$ cat config.mk
export PLATFORM = sky130hd
export DESIGN_NAME = wpc_cache
export DESIGN_NICKNAME = d
export VERILOG_FILES = /design/src/rtl/wpc_pkg.sv /design/src/rtl/wpc_meta.sv /design/src/rtl/wpc_data.sv /design/src/rtl/wpc_cache.sv
export SDC_FILE = /design/constraint.sdc
export NUM_CORES = 2
export LEC_CHECK = 0
export BUFFER_PORTS_ARGS = -buffer_cell sky130_fd_sc_hd__buf_2
export CAP_MARGIN = 20
export CORE_MARGIN = 10
export CORE_UTILIZATION = 25
export DETAILED_ROUTE_END_ITERATION = 7
export GPL_TIMING_DRIVEN = 0
export PLACE_DENSITY_LB_ADDON = 0.25
export REMOVE_ABC_BUFFERS = 1
export SYNTH_ARGS = -nofsm -noshare
export SYNTH_HDL_FRONTEND = slang
export SYNTH_SLANG_ARGS = --single-unit
export TNS_END_PERCENT = 20
$ cat constraint.sdc
create_clock -name clk -period 9.06 [get_ports clk]
set_input_delay 0.906 -clock clk [delete_from_list [all_inputs] [get_ports clk]]
set_output_delay 0.906 -clock clk [all_outputs]
set_load 0.02 [all_outputs]
$ cat src/rtl/wpc_pkg.sv
package wpc_pkg;
    parameter int ADDR_W     = 16;
    parameter int DATA_W     = 32;
    parameter int LINE_WORDS = 4;
    parameter int SETS       = 8;
    parameter int CNT_W      = 16;

    localparam int WORD_BYTES = DATA_W / 8;
    localparam int WIDX_W     = $clog2(LINE_WORDS);
    localparam int SET_W      = $clog2(SETS);
    localparam int TAG_W      = ADDR_W - SET_W - WIDX_W;
    localparam int BLK_W      = TAG_W + SET_W;
    localparam int LINE_W     = LINE_WORDS * DATA_W;

    typedef logic [DATA_W-1:0]                  word_t;
    typedef logic [LINE_WORDS-1:0][DATA_W-1:0]  line_t;
    typedef logic [TAG_W-1:0]                   tag_t;
    typedef logic [SET_W-1:0]                   set_t;
    typedef logic [WIDX_W-1:0]                  widx_t;
    typedef logic [WORD_BYTES-1:0]              be_t;

    typedef struct packed {
        tag_t  tag;
        set_t  set;
        widx_t widx;
    } addr_t;

    typedef struct packed {
        logic  write;
        addr_t addr;
        word_t wdata;
        be_t   be;
    } req_t;

    typedef enum logic [2:0] {
        ST_IDLE, ST_PRED, ST_ALT, ST_EVICT, ST_FETCH, ST_FILL, ST_REPLY
    } state_t;

    function automatic word_t merge_bytes(word_t old_w, word_t new_w, be_t be);
        word_t r;
        r = old_w;
        for (int b = 0; b < WORD_BYTES; b++)
            if (be[b]) r[8*b +: 8] = new_w[8*b +: 8];
        return r;
    endfunction
endpackage

$ cat src/rtl/wpc_meta.sv
module wpc_meta
    import wpc_pkg::*;
(
    input  logic             clk,
    input  logic             rst,
    input  set_t             set_i,
    input  tag_t             tag_i,
    output logic [1:0]       way_hit,
    output logic [1:0]       way_valid,
    output logic [1:0]       way_dirty,
    output logic [1:0][TAG_W-1:0] way_tag,
    output logic             pred_o,
    output logic             mru_o,
    input  logic             fill_en,
    input  logic             fill_way,
    input  logic             touch_en,
    input  logic             touch_way,
    input  logic             touch_dirty
);
    logic [1:0] vld   [SETS];
    logic [1:0] dty   [SETS];
    tag_t       tags  [SETS][2];
    logic       pred  [SETS];
    logic       mru   [SETS];

    for (genvar g = 0; g < 2; g++) begin : g_way
        assign way_valid[g] = vld[set_i][g];
        assign way_dirty[g] = dty[set_i][g];
        assign way_tag[g]   = tags[set_i][g];
        assign way_hit[g]   = vld[set_i][g] && (tags[set_i][g] == tag_i);
    end

    assign pred_o = pred[set_i];
    assign mru_o  = mru[set_i];

    always_ff @(posedge clk) begin
        if (rst) begin
            for (int s = 0; s < SETS; s++) begin
                vld[s]  <= '0;
                dty[s]  <= '0;
                pred[s] <= 1'b0;
                mru[s]  <= 1'b0;
            end
        end else begin
            if (fill_en) begin
                vld[set_i][fill_way] <= 1'b1;
                dty[set_i][fill_way] <= 1'b0;
            end
            if (touch_en) begin
                pred[set_i] <= touch_way;
                mru[set_i]  <= touch_way;
                if (touch_dirty) dty[set_i][touch_way] <= 1'b1;
            end
        end
    end

    always_ff @(posedge clk) begin
        if (fill_en) tags[set_i][fill_way] <= tag_i;
    end

    // a tag is installed only after both ways missed, so two ways never match
    a_r2_single_hit: assert property (@(posedge clk) disable iff (rst)
        $onehot0(way_hit));
endmodule

$ cat src/rtl/wpc_data.sv
module wpc_data
    import wpc_pkg::*;
(
    input  logic  clk,
    input  set_t  set_i,
    input  logic  rd_way,
    output line_t rd_line,
    input  logic  fill_en,
    input  logic  fill_way,
    input  line_t fill_line,
    input  logic  wr_en,
    input  logic  wr_way,
    input  widx_t wr_widx,
    input  word_t wr_data,
    input  be_t   wr_be
);
    line_t lines [SETS][2];

    assign rd_line = lines[set_i][rd_way];

    always_ff @(posedge clk) begin
        if (fill_en)
            lines[set_i][fill_way] <= fill_line;
        else if (wr_en)
            lines[set_i][wr_way][wr_widx] <=
                merge_bytes(lines[set_i][wr_way][wr_widx], wr_data, wr_be);
    end
endmodule

$ cat src/rtl/wpc_cache.sv
module wpc_cache
    import wpc_pkg::*;
(
    input  logic              clk,
    input  logic              rst,
    input  logic              req_valid,
    output logic              req_ready,
    input  logic              req_write,
    input  logic [ADDR_W-1:0] req_addr,
    input  logic [DATA_W-1:0] req_wdata,
    input  logic [WORD_BYTES-1:0] req_be,
    output logic              resp_valid,
    output logic [DATA_W-1:0] resp_rdata,
    output logic              mem_req_valid,
    input  logic              mem_req_ready,
    output logic              mem_req_we,
    output logic [BLK_W-1:0]  mem_req_blk,
    output logic [LINE_W-1:0] mem_req_line,
    input  logic              mem_rsp_valid,
    input  logic [LINE_W-1:0] mem_rsp_line,
    output logic [CNT_W-1:0]  cnt_hit,
    output logic [CNT_W-1:0]  cnt_miss,
    output logic [CNT_W-1:0]  cnt_mispred
);
    state_t st;
    req_t   rq;
    logic   vict_q;

    logic [1:0]            way_hit, way_valid, way_dirty;
    logic [1:0][TAG_W-1:0] way_tag;
    logic                  pred_w, mru_w;
    logic                  cur_way, look_hit, victim_c, fill_now;
    line_t                 rd_line;

    always_comb begin
        case (st)
            ST_PRED: cur_way = pred_w;
            ST_ALT:  cur_way = ~pred_w;
            default: cur_way = vict_q;
        endcase
    end

    assign look_hit = way_hit[cur_way];
    assign victim_c = !way_valid[0] ? 1'b0 : (!way_valid[1] ? 1'b1 : ~mru_w);
    assign fill_now = (st == ST_FILL) && mem_rsp_valid;

    assign req_ready  = (st == ST_IDLE);
    assign resp_valid = ((st == ST_PRED || st == ST_ALT) && look_hit) || (st == ST_REPLY);
    assign resp_rdata = rd_line[rq.addr.widx];

    assign mem_req_valid = (st == ST_EVICT) || (st == ST_FETCH);
    assign mem_req_we    = (st == ST_EVICT);
    assign mem_req_blk   = {(st == ST_EVICT) ? way_tag[vict_q] : rq.addr.tag, rq.addr.set};
    assign mem_req_line  = rd_line;

    wpc_meta u_meta (
        .clk        (clk),
        .rst        (rst),
        .set_i      (rq.addr.set),
        .tag_i      (rq.addr.tag),
        .way_hit    (way_hit),
        .way_valid  (way_valid),
        .way_dirty  (way_dirty),
        .way_tag    (way_tag),
        .pred_o     (pred_w),
        .mru_o      (mru_w),
        .fill_en    (fill_now),
        .fill_way   (vict_q),
        .touch_en   (resp_valid),
        .touch_way  (cur_way),
        .touch_dirty(resp_valid && rq.write)
    );

    wpc_data u_data (
        .clk      (clk),
        .set_i    (rq.addr.set),
        .rd_way   (cur_way),
        .rd_line  (rd_line),
        .fill_en  (fill_now),
        .fill_way (vict_q),
        .fill_line(line_t'(mem_rsp_line)),
        .wr_en    (resp_valid && rq.write),
        .wr_way   (cur_way),
        .wr_widx  (rq.addr.widx),
        .wr_data  (rq.wdata),
        .wr_be    (rq.be)
    );

    always_ff @(posedge clk) begin
        if (rst) begin
            st          <= ST_IDLE;
            rq          <= '0;
            vict_q      <= 1'b0;
            cnt_hit     <= '0;
            cnt_miss    <= '0;
            cnt_mispred <= '0;
        end else begin
            case (st)
                ST_IDLE: if (req_valid) begin
                    rq <= '{write: req_write, addr: addr_t'(req_addr),
                            wdata: req_wdata, be: req_be};
                    st <= ST_PRED;
                end
                ST_PRED: begin
                    if (look_hit) begin
                        cnt_hit <= cnt_hit + CNT_W'(1);
                        st      <= ST_IDLE;
                    end else begin
                        st <= ST_ALT;
                    end
                end
                ST_ALT: begin
                    if (look_hit) begin
                        cnt_hit     <= cnt_hit + CNT_W'(1);
                        cnt_mispred <= cnt_mispred + CNT_W'(1);
                        st          <= ST_IDLE;
                    end else begin
                        cnt_miss <= cnt_miss + CNT_W'(1);
                        vict_q   <= victim_c;
                        st <= (way_valid[victim_c] && way_dirty[victim_c]) ? ST_EVICT : ST_FETCH;
                    end
                end
                ST_EVICT: if (mem_req_ready) st <= ST_FETCH;
                ST_FETCH: if (mem_req_ready) st <= ST_FILL;
                ST_FILL:  if (mem_rsp_valid) st <= ST_REPLY;
                ST_REPLY: st <= ST_IDLE;
                default:  st <= ST_IDLE;
            endcase
        end
    end

    // once a request is taken, no second one is taken before the reply
    a_r3_busy_after_accept: assert property (@(posedge clk) disable iff (rst)
        (req_valid && req_ready) |=> !req_ready);

    // a write-back is followed straight away by the refill read
    a_r6_wb_then_fetch: assert property (@(posedge clk) disable iff (rst)
        (mem_req_valid && mem_req_we && mem_req_ready) |=> (mem_req_valid && !mem_req_we));

    // only a valid dirty line is ever written back
    a_r6_wb_dirty_only: assert property (@(posedge clk) disable iff (rst)
        (mem_req_valid && mem_req_we) |-> (way_valid[vict_q] && way_dirty[vict_q]));

    // the reply follows the cycle that delivered the refill line
    a_r5_reply_after_fill: assert property (@(posedge clk) disable iff (rst)
        ((st == ST_FILL) && mem_rsp_valid) |=> resp_valid);

    // the hit count moves only in a cycle that completed an access
    a_r9_hit_count_moves_on_reply: assert property (@(posedge clk) disable iff (rst)
        !resp_valid |=> $stable(cnt_hit));
endmodule

Yosys cells after proc, flatten, opt, wreduce, memory -nomap -nowiden --
Memory sizes are Yosys's and may differ from the RTL's. A register that Yosys moved wholly into a read port is not among the register bits. Index checks and enable logic that the tools add are counted.
Cells by class: add/subtract/negate cells 3, reductions and logical operators 25, magnitude comparators 11, bitwise logic cells 263, equal/unequal tests 12, multiplexer cells 347
Operators by type and width (number):
- two-way mux 128 bit | 5
- two-way mux 256 bit | 2
- two-way mux 1 bit | 283
- OR 1 bit | 258
- demux 128 bit (select 1 bit) | 2
- two-way mux 8 bit | 12
- two-way mux 3 bit | 22
- binary-select mux 32 bit (select 2 bit) | 1
- demux 32 bit (select 2 bit) | 1
- two-way mux 32 bit | 2
- adder 16 x 1 -> 16 bit (second input constant) | 3
- two-way mux 11 bit | 4
- equality test 11 bit | 2
- two-way mux 22 bit | 1
- one-hot mux 3 bit (6 select lines) | 1
- two-way mux 2 bit | 7
- demux 11 bit (select 1 bit) | 1
- logical AND 1 bit | 11
- equality test 3 bit (second input constant) | 3
- inequality test 2 bit (second input constant) | 4
- AND reduction 2 bit | 4
- equality test 3 x 2 -> 1 bit (second input constant) | 2
- < comparator 1 x 2 -> 1 bit (second input constant) | 3
- OR reduction 2 bit | 3
- 14 further kinds | 24
Word-level totals: bits in writable memories 2272, memories kept 6, logic and storage cells 678, flip-flop bits (word level) 105
Memories:
- u_data.lines | depth 8, bits a word 256, rd ports 1, clocked after Yosys merged registers in 1, write ports 1, RTL line wpc_data.sv:17 | line_t lines [SETS][2];
- u_meta.tags | depth 8, bits a word 22, rd ports 1, clocked after Yosys merged registers in 1, write ports 1, RTL line wpc_meta.sv:22 | tag_t tags [SETS][2];
- u_meta.dty | depth 8, bits a word 2, rd ports 1, clocked after Yosys merged registers in 1, write ports 8, RTL line wpc_meta.sv:21 | logic [1:0] dty [SETS];
- u_meta.vld | depth 8, bits a word 2, rd ports 1, clocked after Yosys merged registers in 1, write ports 8, RTL line wpc_meta.sv:20 | logic [1:0] vld [SETS];
- u_meta.mru | depth 8, bits a word 1, rd ports 1, clocked after Yosys merged registers in 1, write ports 8, RTL line wpc_meta.sv:24 | logic mru [SETS];
- u_meta.pred | depth 8, bits a word 1, rd ports 1, clocked after Yosys merged registers in 1, write ports 8, RTL line wpc_meta.sv:23 | logic pred [SETS];

Longest topological paths before layout --
depth after elaboration 14, gate-level depth with buffers 16

Cells and area by module --
Synthesis repeated with hierarchy kept, for this count alone.
Second synthesis, totals: cell total of the unflattened synthesis 6462, area total of the unflattened synthesis 99118.8 um^2
By module, submodules not included:
- wpc_data | cells each 5220, area each 84245.8 um^2, sequential area each 61499.0 um^2, instances 1
- wpc_meta | cells each 563, area each 8958.6 um^2, sequential area each 6326.1 um^2, instances 1
- wpc_cache | cells each 679, area each 5914.4 um^2, sequential area each 2102.0 um^2, instances 1

Least setup slack after synthesis --
No wires, ideal clock.
path kind reg2reg, start point register (tool-made name), end point memory u_data.lines[0][128] (netlist name) (enable), stages on the path, launching flop included 15, arrival time 4.527 ns, period minus slack after synthesis 4.959 ns, library setup time 0.432 ns, path buffers 5, setup slack 4.101 ns, cell sequence dfxtp_1 buf_6 buf_8 buf_4 mux4_2 mux2i_1 xor2_1 o21a_1 nand4_1 nor3_4 o2111a_1 buf_6 o211ai_4 buf_2 a21oi_1
RTL lines (RTL line):
- to (decl) | wpc_data.sv:17

==> metrics.txt <==
Top FF cell, synth edfxtp_1; Setup TNS 0 ns; Final Skew 0.0950 ns; min-delay worst type input port to flip-flop; final setup fails 0; Clock Latency Late Sink 0.91 ns; Fmax 125 MHz; leakage 0.0373 uW; worst min-delay path endpoint rq[25]; sequential share of power 42.1%; Die Width 643 um; root buf cell clkbuf_16; Compound-Gate Fraction of Synth Area 2.74%; status finished with violations; worst endpoint data arrival time 7.07 ns; cells on worst reg2reg path 16; Worst-path clk slew 0.06 ns; Pre-Repair DR Iteration Count 5; Die Ht 643 um; pwr dens 243 nW/um2; reg2reg setup slack 1.78 ns; RR Endpoint u_data.lines[7][52]; pin count of the biggest net entering global routing 108; NetSw 8760 uW; Routed WL 329,000 um; via count 51.1k; worst-path fanout max 42; dpl ws 1.74 ns; Unique masters post-synth 75; first-pass GRT wire length 445,000 um; post-synthesis xor/xnor area fraction 0.307%; asr flop ratio synth 0%; combinational family with the most area after synthesis multiplexers; combinational share of power 21.0%; Mapped Area 97,100 um2; TritonCTS Buffers 264; number of sinks on the clock net 2,372; most used cell, CP buf_12; Starting DRT DRC Count 4,301; Placer Congestion 0.783; Least-Margin Pin Slew 1.55 ns; crit start category flip-flop; final core occ 30.9%; number of port buffers 411; Synth area leaders edfxtp_1 70%, mux4_2 12%, mux2i_1 3.7%; slew margin rel. -3.61%; Vias per Instance 4.66; Cells after Synth 4,918; most frequent cells in the layout 2,248 x edfxtp_1, 531 x mux4_2, 410 x buf_2; die area 414,000 um2; core area 386,000 um2; Final WS setup 1.08 ns; area grow syn2layout 22.9%; vias in the first global route 52.7k; area of the multi-input gates 26,100 um2; Yosys Warn Count 0; Post-DP HPWL 234,000 um; RSZ-0062 raised after global routing no; share of layout cells above drive strength 1 34.4%; failing checks max-slew violations; critical hold path startpoint req_wdata[21]; Final Hold Viols 0; commonest non-fill, non-tap cell in the layout edfxtp_1; Ports 412; grt ovf 0; fin crit share 88.1%; fin. max-slew vios 2; WL/cell 30.1 um; Crit path largest cell delay 0.99 ns; maxcap violations 0; hold buffers post-CTS 0; Clock Power Share 36.9%; post-layout min period 7.98 ns; post-synthesis mux area share 20.6%; total track usage 15.3%; Synth Area per Inst 19.7 um2; cell taking the most area after synthesis edfxtp_1; Int Power 20,200 uW; CP Class flip-flop to primary output; post-synthesis adder-cell area fraction 0.0386%; Total Power 29,000 uW; Critical Path End Type primary output; Fillers 37.4k; Clock Tree Buf Depth 4; Resize count post-CTS 0; critical-path cell list buf_16, mux2_2, o22ai_1, nor3_4, buf_16, nor2_4, buf_12, buf_12, buf_16, buf_12, buf_12, mux2i_1, mux2_2, a22oi_1, o21a_1, buf_2; peak supply drop 186 uV; Worst path slowest cell a22oi_1; Yosys reg bits 2,372; WP data required 8.15 ns; sw frac 30.2%; post-synth top area share 69.5%; # rows 228; DRC viols 0; nets 5,729; Post-Place Cells 10.4k; initial antenna violation count 98; Post-Layout Cell Count 11.0k; CTS tree done; Register Area 70,000 um2; final antenna-violating net count 0; postcts setup bufs 0; maximum level of the CTS H-tree 5; register area share after synthesis 72.1%; Post-synth EDFFs 2,248; starting density of the core 25.1%; Hold Crit Depth 3; Synth Area in Simple Gates 2.34%
cell usage after synthesis, drive strengths merged, types with 3 or more instances:
cell type / number
mux2i: 363
o211ai: 13
nand4: 12
a22o: 3
mux2: 370
or2: 6
nand3b: 6
dfxtp: 124
o21bai: 9
nor2b: 16
o2111ai: 3
nor4b: 5
xnor2: 18
nand2b: 43
mux4: 541
nor3: 18
edfxtp: 2248
o21a: 35
clkbuf: 163
ha: 3
and3: 10
and4: 3
o21ai: 49
nand3: 20
o22ai: 7
or4: 5
inv: 76
nor2: 101
a21oi: 150
a31oi: 3
o31ai: 16
nand2: 162
or3: 27
nor4: 25
xor2: 16
buf: 145
o221a: 31
a2bb2oi: 4
a22oi: 42
critical path: cells and delay by family, from the launching register on:
family,cells,cell delay [ns]
flip-flops,1,0.84
AO/OA/AOI/OAI,3,1.71
multiplexers,3,0.81
buffers and inverters,8,1.88
AND/OR/NAND/NOR,2,0.76
routing by layer:
layer,vias to the layer above,part of all wire (%),GRT usage (%)
met1,27400,38,18.0
met2,1712,50,26.4
met3,507,5.8,2.96
met5,-,0.087,0
li1,21500,-,-
met4,44,5.9,8.18
registers in the layout (all words and copies together), names as in the netlist, named ones only:
name	flops
u_meta.mru	7
mem_req_blk	3
u_meta.tags	176
cnt_miss	16
rq	50
st	3
vict_q	1
u_meta.pred	1
u_meta.vld	16
cnt_mispred	16
u_meta.dty	16
u_data.lines	2048
cnt_hit	16
layout make-up:
class	instances	share of cell area (%)
clock inverters	151	1.31
inverters	78	0.247
well taps	5175	5.43
clock buffers	320	5.83
flip-flops and latches	2372	58.7
repair buffers	665	6.55
multi-input cells	2159	21.9
diodes	42	0.0881
how the worst max path moves through the flow:
stage               startpoint                    to  slack, ns
finish               flip-flop         resp_rdata[4]       1.08
global route         flip-flop         resp_rdata[4]       0.83
CTS                  flip-flop         resp_rdata[4]       0.81
detailed placement   flip-flop  u_data.lines[7][132]       1.74
global placement     flip-flop  u_data.lines[4][125]     -83.93
floorplan            flip-flop   u_data.lines[0][32]     -38.84
power groups by stage:
stage,clock network (uW),registers [uW],logic [uW]
after detailed placement,0,12400,6190
after global routing,11400,12200,6280
final,10700,12200,6090
after CTS,11000,12200,6200
after global placement,0,12900,7120
after floorplan,0,12600,4260
cell families (layout without fill, tap and decap cells):
group,count (synthesis),in the layout
DFF,2372,2372
AOI/OAI and AO/OA,383,383
and+or+nand+nor,465,465
other,0,42
xor gates and xnor gates,34,34
buffers and inverters,387,1214
muxes,1274,1274
adders and majority gates,3,3
metrics by stage:
step           hold WS (ns)  instance area [um2]
3_3_place_gp          0.444               104000
4_1_cts               0.166               119000
5_1_grt               0.210               119000
6_report              0.238               119000
2_1_floorplan         0.425                95600
3_5_place_dp          0.444               111000
(Power assumes the default switching activity.)
